[config.mk]
export PLATFORM = sky130hd
export DESIGN_NAME = dual_down_timer
export DESIGN_NICKNAME = d
export VERILOG_FILES = /design/src/rtl/dtmr_pkg.sv /design/src/rtl/dtmr_tick_sel.sv /design/src/rtl/dtmr_chan.sv /design/src/rtl/dual_down_timer.sv
export SDC_FILE = /design/constraint.sdc
export NUM_CORES = 1
export LEC_CHECK = 0
export BUFFER_PORTS_ARGS = -buffer_cell sky130_fd_sc_hd__buf_2
export CAP_MARGIN = 30
export CORE_MARGIN = 10
export CORE_UTILIZATION = 30
export CTS_CLUSTER_DIAMETER = 150
export CTS_CLUSTER_SIZE = 25
export DETAILED_ROUTE_END_ITERATION = 10
export PLACE_DENSITY = 0.51
export SYNTH_ARGS = -nofsm -noshare
export SYNTH_HDL_FRONTEND = slang
export SYNTH_SLANG_ARGS = --single-unit
[constraint.sdc]
create_clock -name clk -period 4.7 [get_ports clk]
set_clock_uncertainty 0.15 [all_clocks]
set_input_delay 1.175 -clock clk [delete_from_list [all_inputs] [get_ports clk]]
set_output_delay 1.175 -clock clk [all_outputs]
set_load 0.1 [all_outputs]
[src/rtl/dtmr_pkg.sv]
package dtmr_pkg;

  typedef enum logic [1:0] {
    OP_WR  = 2'd0,
    OP_SET = 2'd1,
    OP_CLR = 2'd2,
    OP_TGL = 2'd3
  } ctrl_op_e;

  localparam int BUS_W      = 32;
  localparam int SEL_W      = 4;
  localparam int RELOAD_BIT = 6;
  localparam int UPDATE_BIT = 7;
  localparam int IE_BIT     = 14;
  localparam int ST_BIT     = 15;
  localparam int SRST_BIT   = 31;

  localparam logic [BUS_W-1:0] CTRL_MASK = 32'h0000_C0CF;
  localparam logic [SEL_W-1:0] SEL_SLOW   = 4'hB;
  localparam logic [SEL_W-1:0] SEL_ALWAYS = 4'hF;
  localparam logic [7:0]       VER_MAJOR  = 8'h02;

  localparam int CH_BASE   = 32'h20;
  localparam int CH_STRIDE = 32'h40;
  localparam int RUN_OFF   = 32'h10;
  localparam int FIX_OFF   = 32'h20;

endpackage

[src/rtl/dtmr_tick_sel.sv]
module dtmr_tick_sel
  import dtmr_pkg::*;
(
  input  logic [SEL_W-1:0] sel,
  input  logic             slow_tick,
  output logic             tick
);

  always_comb begin
    unique case (sel)
      SEL_ALWAYS: tick = 1'b1;
      SEL_SLOW:   tick = slow_tick;
      default:    tick = 1'b0;
    endcase
  end

endmodule

[src/rtl/dtmr_chan.sv]
module dtmr_chan
  import dtmr_pkg::*;
#(
  parameter int CNT_W = 32
) (
  input  logic             clk,
  input  logic             rst_n,
  input  logic             soft_clr,
  input  logic             slow_tick,
  input  logic             ctrl_we,
  input  ctrl_op_e         ctrl_op,
  input  logic             fix_we,
  input  logic [BUS_W-1:0] wdata,
  output logic [BUS_W-1:0] ctrl_q,
  output logic [CNT_W-1:0] run_q,
  output logic [CNT_W-1:0] fix_q,
  output logic             irq_req
);

  localparam logic [CNT_W-1:0] CNT_ONE  = CNT_W'(1);
  localparam logic [CNT_W-1:0] CNT_ZERO = '0;

  logic             tick;
  logic             load_now;
  logic             zero_hit;
  logic [BUS_W-1:0] ctrl_mod;
  logic [BUS_W-1:0] ctrl_d;
  logic [CNT_W-1:0] run_d;
  logic [CNT_W-1:0] fix_d;
  logic             ctrl_en;
  logic             run_en;
  logic             fix_en;

  dtmr_tick_sel u_tick (
    .sel       (ctrl_q[SEL_W-1:0]),
    .slow_tick (slow_tick),
    .tick      (tick)
  );

  // next-state logic
  always_comb begin
    ctrl_mod = ctrl_q;
    if (ctrl_we) begin
      unique case (ctrl_op)
        OP_WR:  ctrl_mod = wdata;
        OP_SET: ctrl_mod = ctrl_q | wdata;
        OP_CLR: ctrl_mod = ctrl_q & ~wdata;
        OP_TGL: ctrl_mod = ctrl_q ^ wdata;
      endcase
    end
    ctrl_mod = ctrl_mod & CTRL_MASK;

    load_now = fix_we && ctrl_q[UPDATE_BIT];
    zero_hit = 1'b0;
    run_d    = run_q;
    fix_d    = fix_q;

    if (fix_we) fix_d = wdata[CNT_W-1:0];

    if (load_now) begin
      run_d = wdata[CNT_W-1:0];
    end else if (tick) begin
      if (run_q != CNT_ZERO) begin
        run_d    = run_q - CNT_ONE;
        zero_hit = (run_q == CNT_ONE);
      end else if (ctrl_q[RELOAD_BIT]) begin
        run_d = fix_q;
      end
    end

    ctrl_d = ctrl_mod;
    if (zero_hit) ctrl_d[ST_BIT] = 1'b1;

    ctrl_en = ctrl_we | zero_hit;
    run_en  = load_now | tick;
    fix_en  = fix_we;

    if (soft_clr) begin
      ctrl_d  = '0;
      run_d   = '0;
      fix_d   = '0;
      ctrl_en = 1'b1;
      run_en  = 1'b1;
      fix_en  = 1'b1;
    end
  end

  // registers
  always_ff @(posedge clk or negedge rst_n) begin
    if (!rst_n) begin
      ctrl_q <= '0;
      run_q  <= '0;
      fix_q  <= '0;
    end else begin
      if (ctrl_en) ctrl_q <= ctrl_d;
      if (run_en)  run_q  <= run_d;
      if (fix_en)  fix_q  <= fix_d;
    end
  end

  assign irq_req = ctrl_q[ST_BIT] & ctrl_q[IE_BIT];

endmodule

[src/rtl/dual_down_timer.sv]
module dual_down_timer
  import dtmr_pkg::*;
#(
  parameter int NUM_CH = 2,
  parameter int CNT_W  = 32,
  parameter int ADDR_W = 12
) (
  input  logic              clk,
  input  logic              rst_n,
  input  logic              bus_wr,
  input  logic [ADDR_W-1:0] bus_addr,
  input  logic [BUS_W-1:0]  bus_wdata,
  output logic [BUS_W-1:0]  bus_rdata,
  input  logic              slow_tick,
  output logic              irq
);

  localparam logic [ADDR_W-1:0] GLB_A = '0;
  localparam logic [ADDR_W-1:0] VER_A = ADDR_W'(CH_BASE + NUM_CH * CH_STRIDE);
  localparam logic [BUS_W-1:0]  VER_WORD = {VER_MAJOR, 24'h0};

  logic [NUM_CH-1:0][BUS_W-1:0] ctrl_all;
  logic [NUM_CH-1:0][CNT_W-1:0] run_all;
  logic [NUM_CH-1:0][CNT_W-1:0] fix_all;
  logic [NUM_CH-1:0]            ctrl_hit;
  logic [NUM_CH-1:0]            run_hit;
  logic [NUM_CH-1:0]            fix_hit;
  logic [NUM_CH-1:0]            irq_req;
  logic                         soft_clr;
  ctrl_op_e                     ctrl_op;

  assign soft_clr = bus_wr && (bus_addr == GLB_A) && bus_wdata[SRST_BIT];
  assign ctrl_op  = ctrl_op_e'(bus_addr[3:2]);

  for (genvar i = 0; i < NUM_CH; i++) begin : g_ch
    localparam logic [ADDR_W-1:0] CTRL_A = ADDR_W'(CH_BASE + i * CH_STRIDE);
    localparam logic [ADDR_W-1:0] RUN_A  = ADDR_W'(CH_BASE + i * CH_STRIDE + RUN_OFF);
    localparam logic [ADDR_W-1:0] FIX_A  = ADDR_W'(CH_BASE + i * CH_STRIDE + FIX_OFF);

    assign ctrl_hit[i] = (bus_addr[ADDR_W-1:4] == CTRL_A[ADDR_W-1:4]) &&
                         (bus_addr[1:0] == 2'b00);
    assign run_hit[i]  = (bus_addr == RUN_A);
    assign fix_hit[i]  = (bus_addr == FIX_A);

    dtmr_chan #(.CNT_W(CNT_W)) u_chan (
      .clk       (clk),
      .rst_n     (rst_n),
      .soft_clr  (soft_clr),
      .slow_tick (slow_tick),
      .ctrl_we   (bus_wr && ctrl_hit[i]),
      .ctrl_op   (ctrl_op),
      .fix_we    (bus_wr && fix_hit[i]),
      .wdata     (bus_wdata),
      .ctrl_q    (ctrl_all[i]),
      .run_q     (run_all[i]),
      .fix_q     (fix_all[i]),
      .irq_req   (irq_req[i])
    );
  end

  always_comb begin
    bus_rdata = '0;
    if (bus_addr == VER_A) bus_rdata = VER_WORD;
    for (int i = 0; i < NUM_CH; i++) begin
      if (ctrl_hit[i]) bus_rdata = ctrl_all[i];
      if (run_hit[i])  bus_rdata = BUS_W'(run_all[i]);
      if (fix_hit[i])  bus_rdata = BUS_W'(fix_all[i]);
    end
  end

  assign irq = |irq_req;

endmodule

== Word-level counts from Yosys, hierarchy flattened ==
Cells that the tools add are included.

* Logic and storage cells: 118
* Register bits after elaboration: 160
* Output and inout bits: 33
* Input bits: 48

* Reductions and logical operators: 34
* Bitwise gates (word level): 13
* Equality and inequality tests: 16
* Mux-type cells: 43
* Add/sub/neg operators: 2

{| class="wikitable"
|+ Operators by type and width
! cell !! number
|-
| 32-bit two-way mux || 19
|-
| 16-bit one-hot mux with 4 select lines || 2
|-
| 32-bit by 1-bit == test with 1-bit output (second input constant) || 2
|-
| 16-bit two-way mux || 4
|-
| 32-bit nonzero test || 2
|-
| 32-bit by 1-bit subtractor with 32-bit output (second input constant) || 2
|-
| 26-bit two-way mux || 2
|-
| 16-bit bitwise AND || 2
|-
| 16-bit bitwise OR || 2
|-
| 16-bit bitwise XOR || 2
|-
| 12-bit by 7-bit == test with 1-bit output (second input constant) || 2
|-
| 12-bit by 8-bit == test with 1-bit output (second input constant) || 2
|-
| 4-bit == test (second input constant) || 4
|-
| 16-bit inverter || 1
|-
| 1-bit two-way mux || 14
|-
| 12-bit by 6-bit == test with 1-bit output (second input constant) || 1
|-
| 12-bit zero test || 1
|-
| 2-bit AND reduction || 6
|-
| 3-bit nonzero test || 4
|-
| 1-bit logical AND || 10
|-
| 8-bit by 2-bit == test with 1-bit output (second input constant) || 1
|-
| 8-bit by 3-bit == test with 1-bit output (second input constant) || 1
|-
| 2-bit nonzero test || 4
|-
| 4-bit nonzero test || 2
|-
| 8 further kinds || 16
|}

== Longest topological paths before layout ==
* Word-level depth: 8
* Mapped depth: 11
* Depth with buffers taken out: 8

== Modules after synthesis ==
From an unflattened synthesis, not the netlist that was laid out.

* Cell total of the unflattened synthesis: 1321
* Area total of the unflattened synthesis: 11389.7 sq um

{| class="wikitable"
|+ By module, submodules not included
! module !! area an instance (sq um) !! sequential area each (sq um) !! times used !! cells an instance
|-
| dtmr_chan at g_ch[0].u_chan || 4946.0 || 1801.7 || 1 || 535
|-
| dtmr_chan at g_ch[1].u_chan || 4792.1 || 1801.7 || 1 || 530
|-
| dual_down_timer || 1629.1 || 0.0 || 1 || 254
|-
| dtmr_tick_sel || 11.3 || 0.0 || 2 || 1
|}

== Least setup slack after synthesis ==
No wires, ideal clock.

* Path kind: input to output
* Start point: input bus_addr[1]
* End point: output bus_rdata[14]
* Path buffers: 3
* Cell stages on the path: 8
* Setup slack: -1356 ps
* Required time: 3375 ps
* Arrival: 4731 ps
* Cells stage by stage: or4_1 -> clkbuf_1 -> nor3_1 -> and3_1 -> buf_2 -> buf_1 -> nand2_1 -> a41oi_1

* Longest elaborated chain between the ends: 8
* Elaborated cells on any way between the ends: 13
* Classes of those cells: eq/ne (4); mux (6); reduce/logical (3)

{| class="wikitable"
|+ Ends and longest elaborated chain
! element !! line !! text
|-
| start, declared || dual_down_timer.sv:11 || <nowiki>input logic [ADDR_W-1:0] bus_addr,</nowiki>
|-
| 2-bit zero test || dual_down_timer.sv:41 || <nowiki>(bus_addr[1:0] == 2'b00);</nowiki>
|-
| 1-bit logical AND || dual_down_timer.sv:40 || <nowiki>assign ctrl_hit[i] = (bus_addr[ADDR_W-1:4] == CTRL_A[ADDR_W-1:4]) &&</nowiki>
|-
| 26-bit two-way mux || dual_down_timer.sv:65 || <nowiki>if (ctrl_hit[i]) bus_rdata = ctrl_all[i];</nowiki>
|-
| 32-bit two-way mux || dual_down_timer.sv:66 || <nowiki>if (run_hit[i]) bus_rdata = BUS_W'(run_all[i]);</nowiki>
|-
| 32-bit two-way mux || dual_down_timer.sv:67 || <nowiki>if (fix_hit[i]) bus_rdata = BUS_W'(fix_all[i]);</nowiki>
|-
| 32-bit two-way mux || dual_down_timer.sv:65 ||
|-
| 32-bit two-way mux || dual_down_timer.sv:66 ||
|-
| 32-bit two-way mux * || dual_down_timer.sv:67 ||
|-
| end, declared || dual_down_timer.sv:13 || <nowiki>output logic [BUS_W-1:0] bus_rdata,</nowiki>
|}

Every way passes the cells marked *; elsewhere a longest branch is shown, timed or not.

== Worst setup path in the final report ==
* Start point: input bus_addr[1]
* End point: output bus_rdata[15]

The elaborated chain is that of the path after synthesis.

==> impl_metrics.toml <==
[timing]
hold_ws_ns = 0.381
hold_violations = 0
period_needed_ns = 4.64
slew_headroom_pct = 31.9
fmax_ghz = 0.216
finalSetupViolations = 0
rsz0062_at_grt = "yes"
maxSlewViolCount = 0
worst_pin_slew_ns = 1.02
finalSetupTns_ns = 0
fin_crit_sh_pct = 98.6

[routing]
drt_wl_total_mm = 45.7
wl_per_cell_um = 25.9
ant_nets = 0
drt-initial-drc-count = 1350
firstDrtPassIters = 8
vias_per_cell = 6.15
num_vias = 10900
route.detailed.drc = 0

[die]
start_util_pct = 30.6
dieArea_um2 = 42000
io_pins = 81
die_y_um = 205
rows = 67
coreArea_um2 = 33600
die_x_um = 205

[yosys]
ys_warn_count = 0
synth_top_cell_area_share_pct = 35.1
yosysTopAreaCell = "dfrtp_1"
syn_nets = 1323
ys_async_sr_fraction_pct = 100
synthFlopType = "dfrtp_1"
synth-seq-cells = 144
synth_area_leaders = "dfrtp_1, nand2_1, a21oi_1"
synth_seq_area_share_pct = 35.1
synth-edff-count = 0
postSynthCellCount = 1239
syn_avg_cell_area_um2 = 8.29
netlist_area_um2 = 10300
synth_cell_type_count = 75

[layout]
diodes = 0
syn2layout_area_growth_pct = 25.4
drive_gt1_share_pct = 20.0
fin_nets = 1389
final_cell_area_um2 = 12900
fin_util_pct = 38.3

[pwr]
max-vdd-ir-drop_uv = 262
p_clk_share_pct = 48.4
power_mw = 2.97
power_frac_seq_pct = 43.4
p_per_area_nw_per_um2 = 231
intPower_mw = 2.20
p_sw_share_pct = 26.1
netSwitchingPower_mw = 0.775
pwr-share-comb_pct = 8.2
leakage_nw = 5.31

[global_routing]
grt_first_pass_wirelength_mm = 68.9
top_usage_layer = "met2"
grt.met1_usage_pct = 29.6
grt_max_degree = 87
grt_usage_pct = 21.6
gr-usage-met3_pct = 4.60
grt_antenna_before_repair = 0
grt_remaining_overflow = 0
grt_pass1_vias = 10400
use_met2_pct = 33.0

[place]
port_buffers = 80
hpwl_mm = 33.9
gp_congestion = 0.933
dpl_cell_area_um2 = 12200

[clocking]
clk_path_buf_depth = 2
hold_buffers = 0
cts_buffers = 17
clock-sinks = 144
cts_max_level = 4
cts_root_buffer = "clkbuf_16"
clk_pin_slew_ns = 0.06
clock_latency_ns = 0.44
cts_tree = "built"

[setup_path]
crit_slowest_cell = "or4_4"
cp_common_cell = "or4_4"
critical_path_class = "in2out"
worst_ep_required_time_ns = 3.38
arrival_ns = 3.31
cp_slowest_stage_delay_ns = 0.56
startpoint_type = "input port"
crit_chain = "buf_2 -> or4_4 -> or4_4 -> nor4_4 -> buf_6 -> nand2_1 -> a41oi_4 -> buf_12"
cp-end-kind = "primary output"
path_buf_inv = 3
crit_fanout = 12
critPathTopFamily = "simple AND/OR/NAND/NOR gates"

[run]
maxCapViolCount = 0

[outcome]
status = "complete, no violations"

[min_path]
min_path_type = "reg2reg"
## cell usage after synthesis (all sizes together), types with 10 or more instances
cell	n
or3	14
buf	26
nand4	14
nor3	52
nor4	41
inv	46
a222oi	31
a211oi	12
xor2	10
nand2	150
nand3	64
nor2	103
a41oi	10
a22o	14
clkbuf	72
dfrtp	144
o21ai	72
mux2i	44
a21oi	105
or4	27
ha	36
## repair_timing
item / CTS / global route
pin swaps: 0 / 1
gates resized for setup: 2 / 5
cloned: 0 / 0
setup endpoints to repair: 10 / 21
buffers inserted: 0 / 1
## worst min-delay path, delay by kind of cell, from the launching register on
kind               cells  cell delay, ns
DFF                    1            0.37
and+or+nand+nor        1            0.06
AOI/OAI and AO/OA      1            0.06
## cell families (layout without fill, tap and decap cells)
group | Yosys count | count (layout) | synth area share (%)
AO/OA/AOI/OAI | 331 | 331 | 21.7
XOR/XNOR | 17 | 17 | 1.45
adder cells (fa/ha/maj) | 36 | 36 | 4.39
buffers and inverters | 144 | 223 | 5.52
flip-flops | 144 | 144 | 35.1
multiplexers | 62 | 62 | 7.25
AND/OR/NAND/NOR | 505 | 505 | 24.6
## power by group through the flow
stage / Combinational [mW] / Clock (mW) / Sequential (mW)
finish: 0.244 / 1.44 / 1.29
global placement: 0.236 / 0 / 1.31
detailed placement: 0.241 / 0 / 1.31
CTS: 0.243 / 1.46 / 1.29
floorplan: 0.121 / 0 / 1.29
global route: 0.267 / 1.51 / 1.29
## layer usage
layer,wire length (um),vias up
li1,-,4791
met1,19800,5398
met2,20500,592
met3,4150,78
met4,1330,0
met5,0,-
## metrics by stage
step                      worst slack, ns  instances
after floorplan                    -0.153       1239
after global placement            -0.0247       1732
after detailed placement          -0.0267       1733
after CTS                          0.0112       1765
after global routing              -0.0197       1766
final                              0.0649       1766
## placed cells by master (no fill, tap or decap), types with 20 or more instances in the layout
cell / synthesis / layout
buf_2: 12 / 47
dfrtp_1: 144 / 144
mux2i_1: 44 / 44
o21ai_0: 69 / 69
nor4_1: 37 / 33
nand2_4: 1 / 20
a21oi_1: 104 / 103
ha_1: 36 / 36
nor2_1: 102 / 100
buf_4: 1 / 58
nand2_1: 149 / 125
inv_1: 46 / 46
nand3_1: 64 / 64
nor3_1: 52 / 49
or4_1: 23 / 21
buf_12: 0 / 37
a222oi_1: 31 / 31
## state kept, by name, summed over array words and instances, names as in the netlist
signal              count
g_ch.u_chan.fix_q      64
g_ch.u_chan.run_q      64
g_ch.u_chan.ctrl_q     16
## area by class of cell
cell class,count,area [um^2]
multi-input cells,951,6500
well taps,448,561
flip-flops and latches,144,3600
fillers,3405,20700
clock buffers,23,468
inverters,46,173
clock inverters,9,133
repair buffers,145,1450
## path summary, 6_finish.rpt
check,start,end,slack (ns),cells after the start
setup / recovery,bus_addr[1],bus_rdata[15],0.06,8
hold / removal,g_ch[0].u_chan.fix_q[25]$_DFFE_PN0P_,g_ch[0].u_chan.fix_q[25]$_DFFE_PN0P_,0.38,2
setup reg to reg,g_ch[0].u_chan.run_q[0]$_DFFE_PN0P_,g_ch[0].u_chan.run_q[24]$_DFFE_PN0P_,1.02,9
hold reg to reg,g_ch[0].u_chan.fix_q[25]$_DFFE_PN0P_,g_ch[0].u_chan.fix_q[25]$_DFFE_PN0P_,0.38,2
max in group asynchronous,rst_n,g_ch[1].u_chan.run_q[3]$_DFFE_PN0P_,2.80,2
min in group asynchronous,rst_n,g_ch[1].u_chan.run_q[16]$_DFFE_PN0P_,0.64,1
(Power assumes the default switching activity.)
